**src/rtl/train_sequencer.sv**
```systemverilog
module train_sequencer #(
  parameter int CLK_DIV = 19,
  parameter int TS_W    = 13,
  parameter int CNT_W   = 16,
  parameter int RL_W    = 8
) (
  input  logic             clk,
  input  logic             rst_n,
  input  logic             train_start,
  input  logic [RL_W-1:0]  reset_len,
  input  logic [CNT_W-1:0] crossings_cfg,
  input  logic             readout_done,
  output logic             pix_reset,
  output logic             acq_en,
  output logic             xing_strobe,
  output logic [TS_W-1:0]  timestamp,
  output logic             ro_en,
  output logic             ts_overflow,
  output logic             missed_trig
);

  localparam int DIV_W = (CLK_DIV > 1) ? $clog2(CLK_DIV) : 1;
  localparam logic [DIV_W-1:0] DIV_LAST = DIV_W'(CLK_DIV - 1);
  localparam logic [TS_W-1:0] TS_MAX = '1;

  typedef enum logic [1:0] {PH_IDLE, PH_RST, PH_ACQ, PH_RDO} phase_t;

  phase_t           phase;
  logic [RL_W-1:0]  rst_left;
  logic [CNT_W-1:0] xing_goal;
  logic [CNT_W-1:0] xing_cnt;
  logic [DIV_W-1:0] div_cnt;

  logic div_last, last_xing, ts_sat;

  assign pix_reset   = (phase == PH_RST);
  assign acq_en      = (phase == PH_ACQ);
  assign ro_en       = (phase == PH_RDO);
  assign div_last    = (div_cnt == DIV_LAST);
  assign xing_strobe = acq_en && div_last;
  assign last_xing   = xing_strobe && (xing_cnt == xing_goal - 1'b1);
  assign ts_sat      = (xing_cnt > CNT_W'(TS_MAX));
  assign timestamp   = ts_sat ? TS_MAX : xing_cnt[TS_W-1:0];

  always_ff @(posedge clk or negedge rst_n) begin
    if (!rst_n) begin
      phase     <= PH_IDLE;
      rst_left  <= '0;
      xing_goal <= '0;
      xing_cnt  <= '0;
      div_cnt   <= '0;
    end else begin
      case (phase)
        PH_IDLE: if (train_start) begin
          phase     <= PH_RST;
          rst_left  <= (reset_len == '0) ? RL_W'(1) : reset_len;
          xing_goal <= (crossings_cfg == '0) ? CNT_W'(1) : crossings_cfg;
          xing_cnt  <= '0;
        end
        PH_RST: begin
          if (rst_left == RL_W'(1)) begin
            phase   <= PH_ACQ;
            div_cnt <= '0;
          end else begin
            rst_left <= rst_left - 1'b1;
          end
        end
        PH_ACQ: begin
          div_cnt <= div_last ? '0 : div_cnt + 1'b1;
          if (xing_strobe) xing_cnt <= xing_cnt + 1'b1;
          if (last_xing) phase <= PH_RDO;
        end
        PH_RDO: if (readout_done) phase <= PH_IDLE;
        default: phase <= PH_IDLE;
      endcase
    end
  end

  always_ff @(posedge clk or negedge rst_n) begin
    if (!rst_n) begin
      ts_overflow <= 1'b0;
      missed_trig <= 1'b0;
    end else begin
      if (xing_strobe && ts_sat) ts_overflow <= 1'b1;
      if (train_start && phase != PH_IDLE) missed_trig <= 1'b1;
    end
  end

  AST_PHASE_EXCL: assert property (@(posedge clk) disable iff (!rst_n)
    $onehot0({pix_reset, acq_en, ro_en}));
  AST_STROBE_IN_ACQ: assert property (@(posedge clk) disable iff (!rst_n)
    xing_strobe |-> acq_en);
  AST_ACQ_AFTER_RST: assert property (@(posedge clk) disable iff (!rst_n)
    $rose(acq_en) |-> $past(pix_reset));
  AST_TS_START: assert property (@(posedge clk) disable iff (!rst_n)
    $rose(acq_en) |-> timestamp == '0);
  AST_TS_STEP: assert property (@(posedge clk) disable iff (!rst_n)
    (xing_strobe && timestamp != TS_MAX) |=> timestamp == $past(timestamp) + 1'b1);
  AST_OVF_STICKY: assert property (@(posedge clk) disable iff (!rst_n)
    ts_overflow |=> ts_overflow);
  AST_MISSED_STICKY: assert property (@(posedge clk) disable iff (!rst_n)
    missed_trig |=> missed_trig);
  AST_RO_HOLD: assert property (@(posedge clk) disable iff (!rst_n)
    (ro_en && !readout_done) |=> ro_en);
  AST_RO_EXIT: assert property (@(posedge clk) disable iff (!rst_n)
    (ro_en && readout_done) |=> !ro_en && !pix_reset && !acq_en);

endmodule

```
**config.mk**
```make
export PLATFORM = sky130hd
export DESIGN_NAME = train_sequencer
export DESIGN_NICKNAME = d
export VERILOG_FILES = /design/src/rtl/train_sequencer.sv
export SDC_FILE = /design/constraint.sdc
export NUM_CORES = 1
export LEC_CHECK = 0
export BUFFER_PORTS_ARGS = -buffer_cell sky130_fd_sc_hd__buf_2
export CAP_MARGIN = 30
export CORE_AREA = 2 2 78 80
export CTS_CLUSTER_SIZE = 24
export DETAILED_ROUTE_END_ITERATION = 12
export DIE_AREA = 0 0 80 82
export HOLD_SLACK_MARGIN = 0.08
export PLACE_DENSITY_LB_ADDON = 0.08
export RECOVER_POWER = 50
export SLEW_MARGIN = 15
export SYNTH_ARGS = -nofsm -noshare
export SYNTH_HDL_FRONTEND = slang
export SYNTH_SLANG_ARGS = --single-unit
```
**constraint.sdc**
```tcl
create_clock -name clk -period 3.4 [get_ports clk]
set_input_delay 0.51 -clock clk [delete_from_list [all_inputs] [get_ports clk]]
set_output_delay 0.51 -clock clk [all_outputs]
set_load 0.005 [all_outputs]
```
Yosys cells after proc, flatten, opt, wreduce, memory -nomap -nowiden
Cells that the tools add are included.

Bits in registers: 49. Bits of input ports: 28.

Add/sub/neg operators: 4. $lt $le $gt $ge: 1. Equality and inequality tests: 12. Mux-type cells: 17. Reduce and logical (&&, ||, !) cells: 16.

Operators by type and width (count): $mux W16 (3); $pmux W16 S2 (1); $mux W8 (3); $add A16 B1 Y16 const B (1); $eq A16 B16 Y1 (1); $gt A16 B13 Y1 const B (1); $logic_not A16 Y1 (1); $pmux W8 S2 (1); $sub A16 B1 Y16 const B (1); $mux W13 (1); $mux W5 (2); $pmux W5 S2 (1); $eq A8 B1 Y1 const B (1); $logic_not A8 Y1 (1); $mux W2 (4); $pmux W2 S4 (1); $reduce_bool A2 Y1 (4); $sub A8 B1 Y8 const B (1); $ne A2 B1 Y1 const B (3); $ne A2 B2 Y1 const B (3); $reduce_and A3 Y1 (2); $add A5 B1 Y5 const B (1); $eq A5 B5 Y1 const B (1); $eq A2 B2 Y1 const B (2); 5 further kinds (9).

Logic depth before layout (Yosys ltp)
Gate-level depths: netlist of the first run.

Depth in word-level cells: 5. Gate-level depth with buffers: 10. Mapped depth without buffers: 9.

Least setup slack after synthesis of the first run
No wires, ideal clock.

Kind: reg-to-reg. Start: reg xing_goal[0]. End: reg phase[1]. Data arrival time: 2275 ps. Data required time: 3313 ps. Path slack: 1039 ps. Stages on the path, launching flop included: 10. Buffers on the path: 0. Period minus slack after synthesis: 2361 ps. Path through: dfrtp_1 > inv_1 > ha_1 > or4b_4 > o41ai_4 > xor2_1 > a32oi_1 > a2111oi_4 > nand4_1 > o211ai_1.

Longest elaborated chain between the ends: 5.

RTL lines: start, declared (RTL line 30) `logic [CNT_W-1:0] xing_goal;`; start signal, assigned (RTL line 57) `xing_goal <= (crossings_cfg == '0) ? CNT_W'(1) : crossings_cfg;`; $sub A16 B1 Y16 (RTL line 41) `assign last_xing = xing_strobe && (xing_cnt == xing_goal - 1'b1);`; $eq A16 B16 Y1 (RTL line 41); $logic_and A1 B1 Y1 (RTL line 41); $ne A2 B1 Y1 (no source line); $reduce_and A4 Y1 (no source line); end signal, assigned (RTL line 47) `phase <= PH_IDLE;`; end signal, assigned (RTL line 55) `phase <= PH_RST;`; end signal, assigned (RTL line 62) `phase <= PH_ACQ;`; end, declared (RTL line 28) `phase_t phase;`.

No other way between the ends. A chain may end at the register's enable or synchronous reset.

Final worst setup path of the first run
Same ends and word-level chain as after synthesis.

==> run summary, run 1 <==
Status: finished, violations left
Failing checks: max-capacitance violations, max-slew violations
Area added between synthesis and finish: 12.2%
Share of layout cells above drive strength 1: 20.9%
Critical path endpoint category: flip-flop
Required time reported for the critical path endpoint: 3.63 ns
Count of inserted antenna diode cells: 0
Slew HR: -20.2%
Mapped Cells: 349
Crit path launch type: flip-flop
Count of flip-flops with a built-in enable after synthesis: 0
Net count after synthesis: 387
R2R Setup Slk: 0.58 ns
Maximum level of the CTS H-tree: 2
Leak: 1.61 nW
Biggest fanout along the worst timing path: 11
Average vias per placed instance: 5.79
Number of vias in the routed layout: 2710
Starting density of the core: 56.2%
Layout net count: 430
Wirelength per Cell: 15.3 um
Floorplan die width: 80 um
Fraction of the yosys area taken by sequential cells: 38.0%
Overall power of the completed layout: 2.67 mW
Leftover overflow at the end of global routing: 0
Combined area of the multi-input logic cells: 1880 um2
Yosys warns: 0
Wire length of the first global-routing pass: 12300 um
Worst Hold Margin: 0.279 ns
Clock transition at the registers of the reported paths: 0.09 ns
DRT antenna net count: 0
DRT iter0 DRCs: 89
Count of maximum capacitance violations: 1
Transition at the pin with the smallest max-transition slack: 1.80 ns
Clock period minus final worst setup slack: 2.82 ns
GRT Util Overall: 24.0%
Total Negative Setup Slacks: 0 ns
DRC violations left: 0
Finish-stage setup viols: 0
Post-CTS setup-driven buffer insertion count: 0
Number of hold violations in the final report: 0
Area of the die: 6560 um2
Kind of critical path: reg2reg
Predominant post-synthesis flop cell: dfrtp_1
Peak supply drop: 428 uV
Flops & latches, synth: 49
Yosys top cell by area: dfrtp_1
TritonCTS Buffers: 5
Unrepaired setup endpoints after global routing: false
Sinks on Clock Net: 49
Type of the most critical hold path: in2async
PnR worst setup slack: 0.581 ns
Total of fill cells in the finished design: 512
Number of rows in the core area: 28
Final clock period utilization by the worst path: 82.9%
Total buffers and inverters traversed by the critical path: 1
Worst setup skew after layout: 0.0134 ns
Skew-Pair Late Insertion Delay: 0.31 ns
RD Place Congestion: 0.815
Cell Pwr Density: 737 nW/um2
Max Buffers Root-to-Sink: 2
Floorplan die height: 82 um
Count of hold buffers inserted by post-cts repair: 0
Worst slack at placement: 0.635 ns
Post-synthesis instance area: 3230 um2
Post-placement cell count: 460
Count of pins on the block boundary: 47
Sum of routed wire length over all layers: 7150 um
Number of global-route vias before repair: 2654
Async S/R FF share, synth: 100%
Input/output buffers: 46
Dominant cells by area after synthesis: dfrtp_1, mux2_2, xor2_1
Highest clock rate: 0.355 GHz
Final std cells w/o fill: 468
Detailed Place HPWL: 5390 um
Post-cts gate resize count: 0
Max-slew violations: 34
List of cells traversed by the critical path: inv_1, ha_1, or4b_4, o41ai_4, xor2_1, a32oi_1, a2111oi_4, nand4_1, o211ai_1
Cell type group with the largest total delay on the critical path: compound AO/OA/AOI/OAI gates
Longest individual stage delay on the worst path: 0.55 ns
Core footprint: 5750 um2
Cell with the largest stage delay on the worst path: or4b_4
Root Driver: clkbuf_8
Largest net degree at the start of global routing: 34
Antenna violations before repair: 0
Critical Path AT: 3.05 ns
TritonCTS clock tree: built
TritonRoute pass-1 iters: 4
Footprint of the flip-flops and latches: 1230 um2
Number of distinct library cells after synthesis: 61
Mean instance size in the synthesized netlist: 9.26 um2
Area share of the leading cell type in the synthesized netlist: 38.0%
synthesized netlist by cell type (2+ instances only):
cell type   n
mux2_2     16
nor4_1     10
nor2b_1     3
xnor2_1    12
o2111ai_1   2
o21ai_0    15
or2_2       2
a211oi_1    2
nand3_1    11
nor3b_1     2
nand2b_1   18
dfrtp_1    49
a21oi_1    21
clkbuf_1   11
nor2_1     25
ha_1       10
o31ai_1     2
a311oi_1    2
nand2_1    26
nor3_1      9
xor2_1     16
nand4_1    11
buf_4       2
and3_1      2
o21ai_1     7
inv_1      13
a31oi_1     2
nand3b_1    2
a22o_1      4
o32ai_1     3
mux2i_1     5
or3_1       5
cell type report:
cell class,instances,share of cell area (%)
multi-input cells,271,51.8
flip-flops and latches,49,33.8
repair buffers,52,7.28
well taps,75,2.59
clock buffers,7,2.38
inverters,13,1.35
clock inverters,1,0.828
routing by layer:
| layer | vias up | track usage (%) | part of all wire (%) |
|---|---|---|---|
| li1 | 1344 | - | - |
| met1 | 1309 | 30.6 | 46 |
| met4 | 0 | 6.44 | 1.1 |
| met3 | 6 | 3.85 | 3.9 |
| met2 | 51 | 42.5 | 49 |
| met5 | - | 0 | 0 |
state kept, by name (all words and copies together), names as in the netlist:
signal	flops
xing_goal	16
ts_overflow	1
xing_cnt	16
div_cnt	5
rst_left	8
phase	2
missed_trig	1
placed cells by master, fill, tap and decap left out, types with 7 or more instances in the layout:
| cell type | instances |
|---|---|
| dfrtp_1 | 49 |
| buf_2 | 43 |
| nand2_1 | 26 |
| nor2_1 | 25 |
| a21oi_1 | 21 |
| nand2b_1 | 18 |
| mux2_2 | 16 |
| xor2_1 | 16 |
| o21ai_0 | 15 |
| inv_1 | 13 |
| xnor2_1 | 12 |
| nand3_1 | 11 |
| nand4_1 | 11 |
| nor4_1 | 10 |
| ha_1 | 10 |
| nor3_1 | 9 |
| o21ai_1 | 7 |
stage by stage:
stage	instance area [um2]	utilization (%)
after global placement	3500	60.9
after global routing	3630	63.1
after CTS	3650	63.5
final	3630	63.1
after floorplan	3230	-
after detailed placement	3530	61.5
report_power, final:
| group | total (mW) | internal [mW] | switching [mW] |
|---|---|---|---|
| clock | 0.438 | 0.240 | 0.198 |
| sequential | 1.04 | 0.765 | 0.272 |
| combinational | 1.20 | 0.546 | 0.652 |
| total | 2.67 | 1.55 | 1.12 |
path summary, 6_finish.rpt:
check / from / endpoint / cells past startpoint
max: xing_goal[0] / phase[1] / 9
min: rst_n / xing_goal[7] / 1
max reg2reg: xing_goal[0] / phase[1] / 9
min reg2reg: missed_trig / missed_trig / 1
max in group asynchronous: rst_n / xing_cnt[14] / 2
min in group clk: train_start / missed_trig / 2
worst register-to-register path, cell delays in order, from the launching register on:
cell and delay, ns:
dfrtp_1 0.45, inv_1 0.10, ha_1 0.34, or4b_4 0.56
o41ai_4 0.23, xor2_1 0.18, a32oi_1 0.10, a2111oi_4 0.38
nand4_1 0.19, o211ai_1 0.21
logic make-up (layout without fill, tap and decap cells):
family                   count (synthesis)  count (layout)  synth area share (%)
AO/OA/AOI/OAI                           72              72                  15.5
XOR/XNOR                                28              28                  7.59
adder cells (fa/ha/maj)                 10              10                  3.87
buffers and inverters                   29              73                  3.95
flip-flops                              49              49                  38.0
multiplexers                            22              22                  7.47
AND/OR/NAND/NOR                        139             139                  23.7
Power figures use the tool's default switching activity.
==> run 2: changes to the inputs <==
clock period = 2.8 ns   (was 3.4 ns; I/O delays follow)
==> run summary, run 2 (same netlist as run 1, synthesis figures left out) <==
Post-placement cell count: 465 (was 460)
Count of inserted antenna diode cells: 0 (unchanged)
Largest net degree at the start of global routing: 22 (was 34)
Antenna violations before repair: 0 (unchanged)
Count of maximum capacitance violations: 0 (was 1)
Cell type group with the largest total delay on the critical path: compound AO/OA/AOI/OAI gates (unchanged)
Crit path launch type: flip-flop (unchanged)
Cell with the largest stage delay on the worst path: or4b_4 (unchanged)
DRT iter0 DRCs: 83 (was 89)
Slew HR: 18.8% (was -20.2%)
DRC violations left: 0 (unchanged)
List of cells traversed by the critical path: inv_1, ha_1, or4b_4, o41ai_4, xor2_1, a32oi_1, a2111oi_4, nand4_1, a31oi_1 (was inv_1, ha_1, or4b_4, o41ai_4, xor2_1, a32oi_1, a2111oi_4, nand4_1, o211ai_1)
Maximum level of the CTS H-tree: 2 (unchanged)
Sum of routed wire length over all layers: 7130 um (was 7150 um)
Wire length of the first global-routing pass: 11800 um (was 12300 um)
Detailed Place HPWL: 5380 um (was 5390 um)
Kind of critical path: reg2reg (unchanged)
Floorplan die height: 82 um (unchanged)
Core footprint: 5750 um2 (unchanged)
Number of global-route vias before repair: 2503 (was 2654)
Wirelength per Cell: 15.0 um (was 15.3 um)
Highest clock rate: 0.388 GHz (was 0.355 GHz)
Starting density of the core: 56.2% (unchanged)
Total of fill cells in the finished design: 501 (was 512)
Peak supply drop: 603 uV (was 428 uV)
Required time reported for the critical path endpoint: 3.04 ns (was 3.63 ns)
Number of vias in the routed layout: 2719 (was 2710)
DRT antenna net count: 0 (unchanged)
RD Place Congestion: 0.775 (was 0.815)
Final clock period utilization by the worst path: 91.9% (was 82.9%)
Clock period minus final worst setup slack: 2.57 ns (was 2.82 ns)
Cell Pwr Density: 889 nW/um2 (was 737 nW/um2)
Leftover overflow at the end of global routing: 0 (unchanged)
Instance area at placement: 3560 um2 (was 3530 um2)
Finish-stage setup viols: 0 (unchanged)
Type of the most critical hold path: in2reg (was in2async)
GRT Util Overall: 22.9% (was 24.0%)
Post-cts gate resize count: 0 (unchanged)
Average vias per placed instance: 5.74 (was 5.79)
Critical path endpoint category: flip-flop (unchanged)
Clock transition at the registers of the reported paths: 0.10 ns (was 0.09 ns)
Overall power of the completed layout: 3.26 mW (was 2.67 mW)
Leak: 1.63 nW (was 1.61 nW)
Count of pins on the block boundary: 47 (unchanged)
Input/output buffers: 46 (unchanged)
Max Buffers Root-to-Sink: 2 (unchanged)
Longest individual stage delay on the worst path: 0.52 ns (was 0.55 ns)
Number of rows in the core area: 28 (unchanged)
Biggest fanout along the worst timing path: 5 (was 11)
Area added between synthesis and finish: 13.5% (was 12.2%)
Registers with the most flip-flops: xing_cnt (16), xing_goal (16), rst_left (8) (unchanged)
Most frequent standard cell in the layout excluding fill and tap cells: dfrtp_1 (unchanged)
Number of hold violations in the final report: 0 (unchanged)
TritonCTS clock tree: built (unchanged)
Share of layout cells above drive strength 1: 21.3% (was 20.9%)
Total buffers and inverters traversed by the critical path: 1 (unchanged)
Sinks on Clock Net: 49 (unchanged)
TritonCTS Buffers: 5 (unchanged)
Final std cells w/o fill: 474 (was 468)
Area of the die: 6560 um2 (unchanged)
Floorplan die width: 80 um (unchanged)
Unrepaired setup endpoints after global routing: false (unchanged)
Final cell area excluding filler cells: 3670 um2 (was 3630 um2)
Layout net count: 436 (was 430)
Skew-Pair Late Insertion Delay: 0.31 ns (about the same)
Worst Hold Margin: 0.345 ns (was 0.279 ns)
Transition at the pin with the smallest max-transition slack: 1.22 ns (was 1.80 ns)
Worst setup skew after layout: 0.0114 ns (was 0.0134 ns)
Root Driver: clkbuf_8 (unchanged)
Max-slew violations: 0 (was 34)
Status: complete, no violations (was finished, violations left)
Critical Path AT: 2.81 ns (was 3.05 ns)
TritonRoute pass-1 iters: 4 (unchanged)
Total Negative Setup Slacks: 0 ns (unchanged)
Commonest cells after routing, fill and taps aside: dfrtp_1, buf_2, nand2_1 (unchanged)
==> run 2: cell type report <==
type / count / area (um2) / area share, %
multi-input cells: 271 / 1880 / 51.2
flip-flops and latches: 49 / 1230 / 33.4
repair buffers: 58 / 303 / 8.26
well taps: 75 / 93.8 / 2.56
clock buffers: 5 / 68.8 / 1.88
clock inverters: 3 / 50.0 / 1.36
inverters: 13 / 48.8 / 1.33
==> run 2: path summary, 6_finish.rpt <==
check / slack (ns) / endpoint / cells past startpoint / from
worst min-delay path: 0.35 / missed_trig / 2 / train_start
worst min register to register: 0.49 / missed_trig / 1 / missed_trig
worst max register to register: 0.23 / phase[0] / 9 / xing_goal[0]
worst max-delay path: 0.23 / phase[0] / 9 / xing_goal[0]
min in group asynchronous: 0.67 / xing_goal[10] / 2 / rst_n
max in group asynchronous: 0.59 / xing_goal[0] / 3 / rst_n
==> run 2: repair_timing <==
item | CTS | global route
hold buffers | 1 | 0
setup endpoints to repair | 0 | 0
hold endpoints to repair | 11 | 0
buffers inserted | 0 | 0
==> run 2: worst register-to-register path, cell delays in order (launching register included) <==
cell and delay, ns:
dfrtp_1 0.44, inv_1 0.10, ha_1 0.17, or4b_4 0.52, o41ai_4 0.24, xor2_1 0.17
a32oi_1 0.10, a2111oi_4 0.36, nand4_1 0.19, a31oi_1 0.23
==> run 2: where the power goes <==
part / internal [mW] / switching [mW]
registers: 0.929 / 0.318
logic: 0.677 / 0.797
clock network: 0.274 / 0.266
total: 1.88 / 1.38
==> run 2: layer usage <==
metal | routed length [um] | vias to the layer above | part of all wire, % | global-route usage [%]
li1 | - | 1352 | - | -
met1 | 3310 | 1306 | 46 | 29.5
met2 | 3460 | 52 | 48 | 39.5
met3 | 290 | 9 | 4.1 | 3.85
met4 | 68 | 0 | 0.95 | 6.95
met5 | 0 | - | 0 | 0
==> run 2: per-stage QoR <==
stage / worst slack [ns] / utilization, %
5_1_grt: 0.0678 / 63.8
6_report: 0.225 / 63.8
2_1_floorplan: 0.439 / -
3_5_place_dp: 0.266 / 61.9
3_3_place_gp: 0.312 / 61.8
4_1_cts: 0.230 / 64.2
==> run 3: changes to the inputs <==
clock period = 2.89 ns   (was 2.8 ns; I/O delays follow)
==> run summary, run 3 (same netlist as run 1, synthesis figures left out) <==
Post-CTS setup-driven buffer insertion count: 0 (unchanged)
Maximum level of the CTS H-tree: 2 (unchanged)
Number of rows in the core area: 28 (unchanged)
Finish-stage setup viols: 0 (unchanged)
DRT antenna net count: 0 (unchanged)
Peak supply drop: 568 uV (was 603 uV)
Leak: 1.61 nW (was 1.63 nW)
Critical path endpoint category: flip-flop (unchanged)
Sum of routed wire length over all layers: 7210 um (was 7130 um)
Share of layout cells above drive strength 1: 21.7% (was 21.3%)
Floorplan die width: 80 um (unchanged)
Skew-Pair Late Insertion Delay: 0.30 ns (was 0.31 ns)
Worst setup skew after layout: 0.00650 ns (was 0.0114 ns)
RD Place Congestion: 0.818 (was 0.775)
Number of hold violations in the final report: 0 (unchanged)
Count of inserted antenna diode cells: 0 (unchanged)
Detailed Place HPWL: 5320 um (was 5380 um)
Type of the most critical hold path: in2reg (unchanged)
Required time reported for the critical path endpoint: 3.11 ns (was 3.04 ns)
Max-slew violations: 0 (unchanged)
Commonest cells after routing, fill and taps aside: dfrtp_1, buf_2, nand2_1 (unchanged)
Post-cts gate resize count: 0 (unchanged)
TritonCTS Buffers: 5 (unchanged)
Count of hold buffers inserted by post-cts repair: 0 (was 1)
Root Driver: clkbuf_8 (unchanged)
GRT Util Overall: 23.2% (was 22.9%)
Highest clock rate: 0.388 GHz (about the same)
Cell Pwr Density: 843 nW/um2 (was 889 nW/um2)
Starting density of the core: 56.2% (unchanged)
Clock transition at the registers of the reported paths: 0.09 ns (was 0.10 ns)
Area of the die: 6560 um2 (unchanged)
Number of global-route vias before repair: 2568 (was 2503)
Overall power of the completed layout: 3.05 mW (was 3.26 mW)
Max Buffers Root-to-Sink: 2 (unchanged)
Crit path launch type: flip-flop (unchanged)
Registers with the most flip-flops: xing_cnt (16), xing_goal (16), rst_left (8) (unchanged)
Biggest fanout along the worst timing path: 5 (unchanged)
Critical Path AT: 2.80 ns (was 2.81 ns)
Antenna violations before repair: 0 (unchanged)
Clock period minus final worst setup slack: 2.58 ns (was 2.57 ns)
Most frequent standard cell in the layout excluding fill and tap cells: dfrtp_1 (unchanged)
Input/output buffers: 46 (unchanged)
DRC violations left: 0 (unchanged)
Final clock period utilization by the worst path: 89.2% (was 91.9%)
Wire length of the first global-routing pass: 12000 um (was 11800 um)
Largest net degree at the start of global routing: 50 (was 22)
Unrepaired setup endpoints after global routing: false (unchanged)
Area added between synthesis and finish: 12.0% (was 13.5%)
Transition at the pin with the smallest max-transition slack: 1.25 ns (was 1.22 ns)
DRT iter0 DRCs: 132 (was 83)
Number of vias in the routed layout: 2699 (was 2719)
Kind of critical path: reg2reg (unchanged)
Count of maximum capacitance violations: 0 (unchanged)
Slew HR: 16.5% (was 18.8%)
Status: complete, no violations (unchanged)
Average vias per placed instance: 5.72 (was 5.74)
Count of pins on the block boundary: 47 (unchanged)
Wirelength per Cell: 15.3 um (was 15.0 um)
TritonRoute pass-1 iters: 4 (unchanged)
Layout net count: 434 (was 436)
Sinks on Clock Net: 49 (unchanged)
TritonCTS clock tree: built (unchanged)
Leftover overflow at the end of global routing: 0 (unchanged)
Core footprint: 5750 um2 (unchanged)
Total Negative Setup Slacks: 0 ns (unchanged)
Floorplan die height: 82 um (unchanged)
Fraction of the core area covered by cells at the end of the flow: 63.0% (was 63.8%)
## run 3: changes by cell type in the layout (fill, tap and decap cells not counted), sizes merged
cell,change
inv,-1
clkbuf,-1
buf,+1
clkinv,+1
dlygate4sd3,-1
bufinv,-1
## run 3: final cells by class
| cell class | instances | area, um2 |
|---|---|---|
| Fill cell | 510 | 2130 |
| Multi-Input combinational cell | 271 | 1880 |
| Sequential cell | 49 | 1230 |
| Timing Repair Buffer | 56 | 292 |
| Tap cell | 75 | 93.8 |
| Clock buffer | 6 | 72.6 |
| Inverter | 13 | 48.8 |
| Clock inverter | 2 | 10.0 |
## run 3: worst paths after layout
check	from	endpoint	slack, ns	cells after the start
setup reg to reg	xing_goal[0]	phase[0]	0.31	9
setup / recovery	xing_goal[0]	phase[0]	0.31	9
hold reg to reg	ts_overflow	ts_overflow	0.49	1
hold / removal	crossings_cfg[11]	xing_goal[11]	0.37	2
min in group asynchronous	rst_n	xing_goal[15]	0.47	2
max in group asynchronous	rst_n	xing_cnt[2]	1.66	2
## run 3: per-stage QoR
stage / setup WS [ns] / area, um2 / hold slack [ns] / std cells
2_1_floorplan: 0.529 / 3230 / 0.138 / 349
3_3_place_gp: 0.406 / 3540 / 0.454 / 463
3_5_place_dp: 0.366 / 3550 / 0.458 / 464
4_1_cts: 0.321 / 3630 / 0.264 / 472
5_1_grt: 0.0828 / 3620 / 0.375 / 472
6_report: 0.311 / 3620 / 0.372 / 472
## run 3: layer usage
| metal | vias up | global-route usage (%) | wire length (um) |
|---|---|---|---|
| met2 | 63 | 40.4 | 3500 |
| met4 | 0 | 3.22 | 40 |
| met1 | 1280 | 31.1 | 3350 |
| li1 | 1352 | - | - |
| met5 | - | 0 | 0 |
| met3 | 4 | 3.74 | 322 |
## run 3: critical path: stages (launching register included)
cell	delay, ns
dfrtp_1	0.45
inv_1	0.10
ha_1	0.16
or4b_4	0.51
o41ai_4	0.23
xor2_1	0.18
a32oi_1	0.10
a2111oi_4	0.36
nand4_1	0.18
a31oi_1	0.22
## run 3: report_power, final
group	switching, mW	total, mW	internal [mW]	leakage, nW
Combinational	0.778	1.43	0.653	0.954
Sequential	0.316	1.22	0.900	0.615
Clock	0.236	0.405	0.169	0.0450
Total	1.33	3.05	1.72	1.61
